File: src/rtl/nfs_pkg.sv
package nfs_pkg;
  localparam int ADDR_W     = 16;
  localparam int NIB_W      = 4;
  localparam int DIV_W      = 4;
  localparam int PHASES     = 8;
  localparam int ROW_LSB    = 7;
  localparam int ADDR_STEP  = 8;
  localparam int SCREEN_TOP = 32'h8000;

  typedef enum logic [2:0] {
    PH_ROW   = 3'd0,
    PH_RAS   = 3'd1,
    PH_CAS0  = 3'd2,
    PH_HI    = 3'd3,
    PH_COL1  = 3'd4,
    PH_CAS1  = 3'd5,
    PH_LO    = 3'd6,
    PH_END   = 3'd7
  } phase_e;
endpackage

File: src/rtl/nfs_phase_ctr.sv
module nfs_phase_ctr #(
  parameter int PHASES = 8,
  localparam int PH_W = $clog2(PHASES)
) (
  input  logic            clk,
  input  logic            rst,
  output logic [PH_W-1:0] phase,
  output logic            last
);
  assign last = (phase == PH_W'(PHASES - 1));

  always_ff @(posedge clk) begin
    if (rst)       phase <= '0;
    else if (last) phase <= '0;
    else           phase <= phase + 1'b1;
  end
endmodule

File: src/rtl/nfs_access_div.sv
module nfs_access_div #(
  parameter int DIV_W = 4
) (
  input  logic             clk,
  input  logic             rst,
  input  logic             advance,
  input  logic [DIV_W-1:0] divisor,
  output logic             zero
);
  logic [DIV_W-1:0] cnt;
  logic [DIV_W:0]   nxt;

  assign nxt  = {1'b0, cnt} + 1'b1;
  assign zero = (cnt == '0);

  always_ff @(posedge clk) begin
    if (rst)
      cnt <= '0;
    else if (advance)
      cnt <= (nxt >= {1'b0, divisor}) ? '0 : nxt[DIV_W-1:0];
  end
endmodule

File: src/rtl/nfs_addr_gen.sv
module nfs_addr_gen #(
  parameter int ADDR_W = 16,
  parameter int STEP   = 8,
  parameter int TOP    = 32'h8000
) (
  input  logic              clk,
  input  logic              rst,
  input  logic [ADDR_W-1:0] start_addr,
  input  logic [ADDR_W-1:0] screen_size,
  input  logic              step,
  output logic [ADDR_W-1:0] addr
);
  logic [ADDR_W:0] sum;
  logic [ADDR_W:0] wrapped;

  assign sum     = {1'b0, addr} + (ADDR_W+1)'(STEP);
  assign wrapped = (sum >= (ADDR_W+1)'(TOP)) ? (sum - {1'b0, screen_size}) : sum;

  always_ff @(posedge clk) begin
    if (rst)       addr <= start_addr;
    else if (step) addr <= wrapped[ADDR_W-1:0];
  end
endmodule

File: src/rtl/nfs_fetch_seq.sv
module nfs_fetch_seq
  import nfs_pkg::*;
#(
  parameter int AW      = ADDR_W,
  parameter int NW      = NIB_W,
  parameter int DW      = DIV_W,
  parameter int RLSB    = ROW_LSB,
  parameter int STEP    = ADDR_STEP,
  parameter int TOP     = SCREEN_TOP,
  localparam int ROW_W  = AW - RLSB,
  localparam int COL_W  = RLSB + 1,
  localparam int MUX_W  = (ROW_W > COL_W) ? ROW_W : COL_W,
  localparam int BYTE_W = 2 * NW
) (
  input  logic              clk,
  input  logic              rst,
  input  logic [AW-1:0]     start_addr,
  input  logic              fetch_win,
  input  logic              row_gap,
  input  logic [DW-1:0]     access_div,
  input  logic [AW-1:0]     screen_size,
  input  logic [NW-1:0]     dram_q,
  output logic [MUX_W-1:0]  mem_addr,
  output logic              ras_n,
  output logic              cas_n,
  output logic [BYTE_W-1:0] fetch_byte,
  output logic              byte_valid
);
  logic [2:0]    phase;
  logic          last_phase;
  logic          acc_zero;
  logic          go;
  logic          active;
  logic          step;
  logic [AW-1:0] disp_addr;
  logic [NW-1:0] hi_nib;
  phase_e        ph;

  nfs_phase_ctr #(.PHASES(PHASES)) u_phase (
    .clk(clk), .rst(rst), .phase(phase), .last(last_phase)
  );

  nfs_access_div #(.DIV_W(DW)) u_div (
    .clk(clk), .rst(rst), .advance(last_phase),
    .divisor(access_div), .zero(acc_zero)
  );

  nfs_addr_gen #(.ADDR_W(AW), .STEP(STEP), .TOP(TOP)) u_addr (
    .clk(clk), .rst(rst), .start_addr(start_addr),
    .screen_size(screen_size), .step(step), .addr(disp_addr)
  );

  assign ph   = phase_e'(phase);
  assign go   = acc_zero & fetch_win & ~row_gap;
  assign step = active & (ph == PH_LO);

  function automatic logic [MUX_W-1:0] row_of(input logic [AW-1:0] a);
    return MUX_W'(a[AW-1:RLSB]);
  endfunction

  function automatic logic [MUX_W-1:0] col_of(input logic [AW-1:0] a, input logic odd);
    return MUX_W'({a[RLSB-1:0], odd});
  endfunction

  always_ff @(posedge clk) begin
    if (rst) begin
      active     <= 1'b0;
      mem_addr   <= '0;
      ras_n      <= 1'b1;
      cas_n      <= 1'b1;
      hi_nib     <= '0;
      fetch_byte <= '0;
      byte_valid <= 1'b0;
    end else begin
      byte_valid <= 1'b0;
      case (ph)
        PH_ROW: begin
          active <= go;
          if (go) mem_addr <= row_of(disp_addr);
        end
        PH_RAS: if (active) begin
          ras_n    <= 1'b0;
          mem_addr <= col_of(disp_addr, 1'b0);
        end
        PH_CAS0: if (active) cas_n <= 1'b0;
        PH_HI:   if (active) hi_nib <= dram_q;
        PH_COL1: if (active) begin
          cas_n    <= 1'b1;
          mem_addr <= col_of(disp_addr, 1'b1);
        end
        PH_CAS1: if (active) cas_n <= 1'b0;
        PH_LO: if (active) begin
          fetch_byte <= {hi_nib, dram_q};
          byte_valid <= 1'b1;
        end
        PH_END: begin
          ras_n  <= 1'b1;
          cas_n  <= 1'b1;
          active <= 1'b0;
        end
        default: ;
      endcase
    end
  end
endmodule

File: config.mk
export PLATFORM = sky130hd
export DESIGN_NAME = nfs_fetch_seq
export DESIGN_NICKNAME = d
export VERILOG_FILES = /design/src/rtl/nfs_pkg.sv /design/src/rtl/nfs_phase_ctr.sv /design/src/rtl/nfs_access_div.sv /design/src/rtl/nfs_addr_gen.sv /design/src/rtl/nfs_fetch_seq.sv
export SDC_FILE = /design/constraint.sdc
export NUM_CORES = 1
export LEC_CHECK = 0
export CAP_MARGIN = 20
export CORE_ASPECT_RATIO = 1.25
export CORE_MARGIN = 10
export CORE_UTILIZATION = 57
export DETAILED_ROUTE_END_ITERATION = 12
export GPL_TIMING_DRIVEN = 1
export HOLD_SLACK_MARGIN = 0.06
export PLACE_DENSITY = 0.88
export SKIP_CTS_REPAIR_TIMING = 1
export SKIP_LAST_GASP = 1
export SLEW_MARGIN = 20
export SYNTH_ARGS = -nofsm -noshare
export SYNTH_HDL_FRONTEND = slang
export SYNTH_SLANG_ARGS = --single-unit
File: constraint.sdc
create_clock -name clk -period 4.9 [get_ports clk]
set_input_delay 1.47 -clock clk [delete_from_list [all_inputs] [get_ports clk]]
set_output_delay 1.47 -clock clk [all_outputs]
set_load 0.05 [all_outputs]
== Word level (Yosys, flattened, before mapping) ==
Index checks and enable logic that the tools add are counted.

* Mux-type cells: 14
* Add/subtract/negate cells: 4
* Order comparisons: 2
* Bitwise operators: 5
* Reductions and logical operators: 15
* Equal/unequal tests: 11

{| class="wikitable"
|+ Operator list
! cell !! number
|-
| 16-bit 2-to-1 mux || 3
|-
| 9-bit 2-to-1 mux || 3
|-
| 9-bit case mux with 3 select lines || 1
|-
| 16-bit by 4-bit adder with 17-bit output, second input constant || 1
|-
| 17-bit by 16-bit greater-or-equal comparator with 1-bit output, second input constant || 1
|-
| 16-bit subtractor || 1
|-
| 3-bit == test, second input constant || 4
|-
| 3-bit by 2-bit == test with 1-bit output, second input constant || 2
|-
| 2-bit inequality test, second input constant || 3
|-
| 2-bit AND reduction || 3
|-
| 2-bit nonzero test || 3
|-
| 3-bit nonzero test || 2
|-
| 2-bit OR reduction || 3
|-
| 4-bit by 1-bit adder with 5-bit output, second input constant || 1
|-
| 5-bit by 4-bit greater-or-equal comparator with 1-bit output || 1
|-
| 4-bit logical NOT || 1
|-
| 4-bit 2-to-1 mux || 1
|-
| 1-bit case mux with 2 select lines || 2
|-
| 4-bit AND reduction || 1
|-
| 3-bit by 1-bit adder with 3-bit output, second input constant || 1
|-
| 1-bit AND || 3
|-
| 3-bit by 1-bit == test with 1-bit output, second input constant || 1
|-
| 3-bit logical NOT || 1
|-
| 1-bit 2-to-1 mux || 3
|-
| other kinds (4) || 5
|}

* Word-level logic and storage cells: 61
* Bits in registers: 48
* Output and inout bits: 20

== Logic depth before layout (Yosys ltp) ==
Gate-level depths: netlist of run 1.

* Word-level depth: 5
* Mapped depth: 11
* Gate-level depth less buffers: 11

== Modules after synthesis ==
From an unflattened synthesis of run 1, not the netlist that was laid out.

* Cells, all modules: 397
* Area total of the unflattened synthesis: 3554.7 um^2

{| class="wikitable"
|+ By module, submodules not included
! module !! sequential area each (um^2) !! cells an instance !! area each (um^2) !! instances
|-
| nfs_addr_gen || 480.5 || 233 || 2019.4 || 1
|-
| nfs_fetch_seq || 500.5 || 122 || 1122.3 || 1
|-
| nfs_access_div || 80.1 || 34 || 307.8 || 1
|-
| nfs_phase_ctr || 60.1 || 8 || 105.1 || 1
|}

== Worst setup path after synthesis of run 1 ==
OpenSTA, ideal clock, no wires.

* Kind: input to register
* Start: in screen_size[0]
* End: reg u_addr.addr[14], data pin
* Arrival time: 3.382 ns
* Stages: 9
* Slack: 1.263 ns
* Path buffers: 0
* Cell sequence: ha_1 > fa_1 > nand2b_1 > a21oi_1 > o21ai_0 > nor3_1 > o211ai_1 > mux2_2 > and3_1

* Word-level cells in the longest chain between the ends: 4

{| class="wikitable"
|+ RTL lines
! element !! line !! RTL
|-
| start, declared || nfs_fetch_seq.sv:21 || <nowiki>input logic [AW-1:0] screen_size,</nowiki>
|-
| 16-bit subtractor || nfs_addr_gen.sv:17 || <nowiki>assign wrapped = (sum >= (ADDR_W+1)'(TOP)) ? (sum - {1'b0, screen_size}) : sum;</nowiki>
|-
| 16-bit 2-to-1 mux || nfs_addr_gen.sv:17 ||
|-
| 16-bit 2-to-1 mux || nfs_addr_gen.sv:21 || <nowiki>else if (step) addr <= wrapped[ADDR_W-1:0];</nowiki>
|-
| 16-bit 2-to-1 mux || nfs_addr_gen.sv:20 || <nowiki>if (rst) addr <= start_addr;</nowiki>
|-
| end signal, assigned || nfs_addr_gen.sv:20 ||
|-
| end signal, assigned || nfs_addr_gen.sv:21 ||
|-
| end, declared || nfs_addr_gen.sv:11 || <nowiki>output logic [ADDR_W-1:0] addr</nowiki>
|}

Every way passes these cells. The select of a mux whose other input is x is not followed.
A chain may end at the register's enable or synchronous reset.

== Final worst setup path of run 1 ==
Ends and elaborated chain as after synthesis.

==> results of run 1 <==
[critical path, delay by kind of cell]
| kind | cells | cell delay, ns |
|---|---|---|
| simple gates | 3 | 0.67 |
| compound gates | 3 | 0.66 |
| fa+ha+maj | 2 | 0.60 |
| buf+inv | 1 | 0.41 |
| mux | 1 | 0.29 |
[worst max path at each step]
stage / start / end / cells past startpoint
global route: screen_size[0] / u_addr.addr[14]$_DFFE_PP_ / 10
floorplan: screen_size[0] / u_addr.addr[14]$_DFFE_PP_ / 9
finish: screen_size[0] / u_addr.addr[14]$_DFFE_PP_ / 10
global placement: screen_size[0] / u_addr.addr[14]$_DFFE_PP_ / 10
CTS: screen_size[0] / u_addr.addr[14]$_DFFE_PP_ / 10
detailed placement: screen_size[0] / u_addr.addr[14]$_DFFE_PP_ / 10
[cell type report]
class | instances | area, um^2
Clock inverter | 2 | 11.3
Timing Repair Buffer | 64 | 633
Tap cell | 82 | 103
Clock buffer | 6 | 72.6
Sequential cell | 48 | 1120
Fill cell | 476 | 1630
Multi-Input combinational cell | 306 | 2200
Inverter | 33 | 124
[power by group through the flow]
stage                     Clock (mW)  Sequential, mW  Combinational [mW]
final                          0.242           0.474               0.377
after global routing           0.260           0.478               0.413
after CTS                      0.242           0.474               0.375
after detailed placement           0           0.483               0.372
after global placement             0           0.482               0.361
after floorplan                    0           0.489               0.252
[cells in the mapped netlist (6+ instances only)]
master,count
xor2_1,8
and3_1,8
o21ai_0,16
inv_1,33
nand2b_1,6
edfxtp_1,16
clkbuf_1,10
a21oi_1,27
nand3_1,15
ha_1,27
dfxtp_1,32
nand2_1,33
nor3_1,8
mux2i_1,14
xnor2_1,12
a22o_1,12
a211oi_1,11
nor2_1,28
[registers in the layout, summed over array words and instances, names as in the netlist]
register,count
cas_n,1
mem_addr,9
byte_valid,1
u_addr.addr,16
ras_n,1
u_phase.phase,3
active,1
fetch_byte,8
hi_nib,4
u_div.cnt,4
[stage by stage]
stage	utilization, %	cell area, um^2
after global routing	72.3	4260
after global placement	70.9	4180
after detailed placement	70.9	4180
after floorplan	-	3510
final	72.3	4260
after CTS	72.3	4260
[logic make-up after synthesis]
family          Yosys count  synth area share (%)
buf+inv                  48                  5.42
compound gates          105                  20.0
simple gates            131                  19.9
flops                    48                  31.9
xor+xnor                 23                  6.95
mux                      18                  5.28
fa+ha+maj                29                  10.5
[routing by layer]
metal  share of wire (%)  vias to the layer above  track usage [%]
li1                    -                     1580                -
met1                  41                     1509             21.3
met2                  52                      111             34.5
met3                 4.3                       28             2.79
met4                 3.1                        0             9.68
met5                   0                        -                0
==> impl_summary.log, run 1 <==
[metrics] cell at the root of the clock tree: clkbuf_8
[metrics] Mapped Cells: 402
[metrics] part of the power in the clock network: 22.1%
[metrics] type of the worst setup path: primary input to flop
[metrics] path type of the worst min-delay path: flop to flop
[metrics] number of antenna-violating nets in the routed design: 0
[metrics] fraction of the yosys area taken by sequential cells: 31.9%
[metrics] iteration count of the initial detailed-routing pass: 4
[metrics] capture instance of the worst register-to-register path: u_addr.addr[15]$_DFFE_PP_
[metrics] cell taking the most area after synthesis: dfxtp_1
[metrics] largest cells by area after synthesis: dfxtp_1 18%, edfxtp_1 14%, ha_1 9.6%
[metrics] share of async-settable or async-resettable flops after synthesis: 0%
[metrics] floorplan core area: 5900 um^2
[metrics] Max clock buf depth: 2
[metrics] Synth cell types: 62
[metrics] clock transition time at the flip-flop clock pins of the worst setup and hold paths: 0.10 ns
[metrics] Final setup viols: 0
[metrics] largest net degree at the start of global routing: 49
[metrics] post-synthesis average cell area: 8.73 um^2
[metrics] num rows: 31
[metrics] number of placed instances, taps included: 533
[metrics] weighted congestion reported at the end of routability-driven placement: 0.903
[metrics] Yosys top cell area share: 18.3%
[metrics] total global routing overflow: 0
[metrics] time the worst path needs with I/O delays and setup: 4.02 ns
[metrics] Max-Cap Viols: 0
[metrics] CTS tree: built
[metrics] synthesis-stage register bit count: 48
[metrics] Sw Ratio: 35.0%
[metrics] top-level port count: 64
[metrics] largest clock skew in the final design: 0.0107 ns
[metrics] total nets after synthesis: 474
[metrics] total CTS buffers: 5
[metrics] share of cells above drive strength 1: 4.79%
[metrics] instance count along the most critical hold path: 2
[metrics] worst slew margin relative to its limit: 24.9%
[metrics] peak fanout along the critical path: 4
[metrics] Critical R2R Launch: u_addr.addr[8]$_DFFE_PP_
[metrics] number of levels the H-tree was split into: 2
[metrics] post-DP HPWL: 7.31 mm
[metrics] slew at the pin with the worst max-slew slack: 1.13 ns
[metrics] Post-Layout Cell Count: 541
[metrics] number of max-slew violations in the final report: 0
[metrics] flop-to-flop setup slack: 1.81 ns
[metrics] die height: 108 um
[metrics] initial antenna violation count: 0
[metrics] starting density of the core: 59.5%
[metrics] switching power total: 382 uW
[metrics] kind of end point of the critical path: flop
[metrics] buffers added on ports: 63
[metrics] clock network latency to the later pin of the worst-skew pair: 0.31 ns
[metrics] number of cell instances on the worst register-to-register path: 10
[metrics] final net count: 530
[metrics] Total Die Area: 9720 um^2
[metrics] power per cell area: 256 nW/um^2
[metrics] commonest cells after routing, fill and taps aside: 62 x clkdlybuf4s50_1, 33 x inv_1, 33 x nand2_1, 32 x dfxtp_1, 28 x nor2_1
[metrics] hold path startpoint: hi_nib[2]$_SDFFE_PP0P_
[metrics] die width: 90.2 um
[metrics] crit-path cells: clkdlybuf4s50_1 -> ha_1 -> fa_1 -> nand2b_1 -> a21oi_1 -> o21ai_0 -> nor3_1 -> o211ai_1 -> mux2_2 -> and3_1
[metrics] wirelength, routed: 9.35 mm
[metrics] portion of total power attributed to sequential cells: 43.4%
[metrics] WL/cell: 17.3 um
[metrics] number of flops mapped to enable cells by yosys: 16
[metrics] dpl ws: 0.559 ns
[metrics] number of diodes: 0
[metrics] internal cell power: 710 uW
[metrics] Fin. Hold Viols: 0
[metrics] Top FF cell, synth: dfxtp_1
[metrics] number of sinks on the clock net: 48
[metrics] run status: finished, final reports clean
[metrics] f_max: 0.249 GHz
[metrics] count of routing violations after the opening detailed-route iteration: 203
[metrics] remaining routing DRC violations: 0
[metrics] final setup slack of the worst path: 0.876 ns
[metrics] wire length of the first global-routing pass: 15.3 mm
[metrics] worst hold-check slack: 0.463 ns
[metrics] vias in the first global route: 3262
[metrics] commonest non-fill, non-tap cell in the layout: clkdlybuf4s50_1
[metrics] aggregate negative setup slack: 0 ns
[metrics] Leakage: 1.77 nW
[metrics] Total Routing Usage GR: 19.0%
[metrics] arrival time worst endpoint: 4.10 ns
[metrics] Slowest-stage cell, CP: clkdlybuf4s50_1
[metrics] setup repair after global routing missed its margin: false
[metrics] DR vias/cell: 5.97
[metrics] worst supply voltage drop on vdd: 0.173 mV
[metrics] largest stage delay on the critical path: 0.41 ns
[metrics] CP startpoint kind: primary input
[metrics] required time reported for the critical path endpoint: 4.98 ns
[metrics] number of vias after detailed routing: 3228
[metrics] final worst path period share: 82.1%
[metrics] Mapped Area: 3510 um^2
[metrics] proportion of power drawn by combinational gates: 34.5%
[metrics] Yosys Warn Count: 0
[metrics] Worst Hold Endpoint: hi_nib[2]$_SDFFE_PP0P_
[metrics] total power: 1.09 mW
[metrics] Area Growth Syn to Fin: 21.5%
(Power assumes the default switching activity.)
==> inputs of run 2 (changes only) <==
CORE_UTILIZATION = 53   (was 57)
PLACE_DENSITY = 0.83   (was 0.88)
clock period = 4.11 ns   (was 4.9 ns; I/O delays follow)
==> run 2 against run 1 <==
- clock-buffer cell count unchanged
- non-clock buffer count up 3
- wire length is 4.8% lower
- flip-flop and latch count is the same
- utilization decreased by 5.9 points
- register-to-register slack worse by 0.76 ns
- die area up 6.0%
- critical path depth unchanged
==> impl_summary.log, run 2 (same netlist as run 1, synthesis figures left out) <==
[metrics] run status: finished, final reports clean
[metrics] hold path startpoint: hi_nib[3]$_SDFFE_PP0P_
[metrics] wirelength, routed: 8.91 mm
[metrics] number of sinks on the clock net: 48
[metrics] number of levels the H-tree was split into: 2
[metrics] Largest register FFs: 16
[metrics] dpl ws: 0.166 ns
[metrics] number of diodes: 0
[metrics] Fin. Hold Viols: 0
[metrics] die width: 92.8 um
[metrics] Leakage: 1.79 nW
[metrics] total CTS buffers: 5
[metrics] Area Growth Syn to Fin: 22.6%
[metrics] time the worst path needs with I/O delays and setup: 3.66 ns
[metrics] power per cell area: 306 nW/um^2
[metrics] Final setup viols: 0
[metrics] clock transition time at the flip-flop clock pins of the worst setup and hold paths: 0.10 ns
[metrics] Slowest-stage cell, CP: clkdlybuf4s50_1
[metrics] kind of end point of the critical path: flop
[metrics] slew at the pin with the worst max-slew slack: 0.918 ns
[metrics] largest net degree at the start of global routing: 32
[metrics] DR vias/cell: 5.76
[metrics] final setup slack of the worst path: 0.447 ns
[metrics] setup repair after global routing missed its margin: false
[metrics] number of max-slew violations in the final report: 0
[metrics] launch point of the critical path: screen_size[0]
[metrics] largest registers in the final layout: u_addr.addr: 16 flops, mem_addr: 9 flops, fetch_byte: 8 flops
[metrics] largest clock skew in the final design: 0.00738 ns
[metrics] vias in the first global route: 3189
[metrics] final net count: 533
[metrics] path type of the worst min-delay path: flop to flop
[metrics] commonest cells after routing, fill and taps aside: 62 x clkdlybuf4s50_1, 33 x inv_1, 33 x nand2_1, 32 x dfxtp_1, 28 x nor2_1
[metrics] Max-Cap Viols: 0
[metrics] clock network latency to the later pin of the worst-skew pair: 0.30 ns
[metrics] peak fanout along the critical path: 3
[metrics] CP startpoint kind: primary input
[metrics] weighted congestion reported at the end of routability-driven placement: 0.911
[metrics] iteration count of the initial detailed-routing pass: 4
[metrics] WL/cell: 16.2 um
[metrics] required time reported for the critical path endpoint: 4.18 ns
[metrics] type of the worst setup path: primary input to flop
[metrics] buffers added on ports: 63
[metrics] number of vias after detailed routing: 3164
[metrics] worst slew margin relative to its limit: 38.8%
[metrics] CTS tree: built
[metrics] floorplan core area: 6480 um^2
[metrics] number of placed instances, taps included: 541
[metrics] num rows: 33
[metrics] Total Routing Usage GR: 17.0%
[metrics] cell at the root of the clock tree: clkbuf_8
[metrics] top-level port count: 64
[metrics] f_max: 0.273 GHz
[metrics] register with the most flip-flops: u_addr.addr
[metrics] die height: 111 um
[metrics] post-DP HPWL: 7.02 mm
[metrics] initial antenna violation count: 0
[metrics] final worst path period share: 89.1%
[metrics] worst supply voltage drop on vdd: 0.194 mV
[metrics] Total Die Area: 10300 um^2
[metrics] total global routing overflow: 0
[metrics] largest stage delay on the critical path: 0.40 ns
[metrics] Max clock buf depth: 2
[metrics] aggregate negative setup slack: 0 ns
[metrics] count of routing violations after the opening detailed-route iteration: 173
[metrics] arrival time worst endpoint: 3.73 ns
[metrics] Critical R2R Launch: u_addr.addr[3]$_DFFE_PP_
[metrics] Post-Layout Cell Count: 549
[metrics] starting density of the core: 54.1%
[metrics] remaining routing DRC violations: 0
[metrics] wire length of the first global-routing pass: 14.7 mm
[metrics] commonest non-fill, non-tap cell in the layout: clkdlybuf4s50_1
[metrics] crit-path cells: clkdlybuf4s50_1 -> ha_1 -> fa_1 -> nand2b_1 -> a21oi_1 -> o21ai_0 -> nor3_1 -> o211ai_1 -> mux2_2 -> and3_1
[metrics] Largest delay share family, worst path: simple AND/OR/NAND/NOR gates
[metrics] number of antenna-violating nets in the routed design: 0
[metrics] share of cells above drive strength 1: 5.63%
[metrics] buffers plus inverters on the worst setup path: 1
-- run 2: cell count changes in the layout (fill, tap and decap cells not counted) --
cell / before / now
buf_4: 1 / 4
clkbuf_1: 1 / 0
clkbuf_8: 5 / 6
inv_4: 1 / 0
inv_6: 0 / 1
-- run 2: report_power, final --
group          switching, mW  internal [mW]  total, mW
sequential            0.0420          0.525      0.567
clock                  0.167          0.138      0.305
combinational          0.242          0.205      0.446
total                  0.451          0.868       1.32
-- run 2: cell type report --
type,instances,area (um^2)
fill,538,2180
timing repair buffer,67,656
clock inverter,2,13.8
multi-input combinational,306,2200
inverter,33,124
tap,87,109
sequential,48,1120
clock buffer,6,82.6
-- run 2: routing by layer --
metal,GRT usage [%],part of all wire (%)
met1,19.5,42
met2,30.3,51
met3,3.39,5.2
met4,5.67,1.8
met5,0,0
-- run 2: metrics by stage --
stage / util, % / total power, mW / area [um^2] / hold WS [ns]
after global routing: 66.4 / 1.39 / 4300 / 0.478
after global placement: 64.9 / 1.01 / 4210 / 0.447
after CTS: 66.4 / 1.32 / 4300 / 0.463
final: 66.4 / 1.32 / 4300 / 0.465
after floorplan: - / 0.883 / 3510 / 0.436
after detailed placement: 64.9 / 1.02 / 4210 / 0.449
-- run 2: worst reg2reg max path: cells and delay by family, from the launching register on --
kind	cells	cell delay (ns)
and+or+nand+nor	4	0.76
AOI/OAI and AO/OA	2	0.43
muxes	1	0.28
xor gates and xnor gates	1	0.18
adders and majority gates	2	0.71
DFF	1	0.47
-- run 2: path summary, 6_finish.rpt --
kind,endpoint,slack [ns],cells after the start
setup / recovery,u_addr.addr[14]$_DFFE_PP_,0.45,10
hold / removal,hi_nib[3]$_SDFFE_PP0P_,0.47,2
setup reg to reg,u_addr.addr[14]$_DFFE_PP_,1.05,10
hold reg to reg,hi_nib[3]$_SDFFE_PP0P_,0.47,2
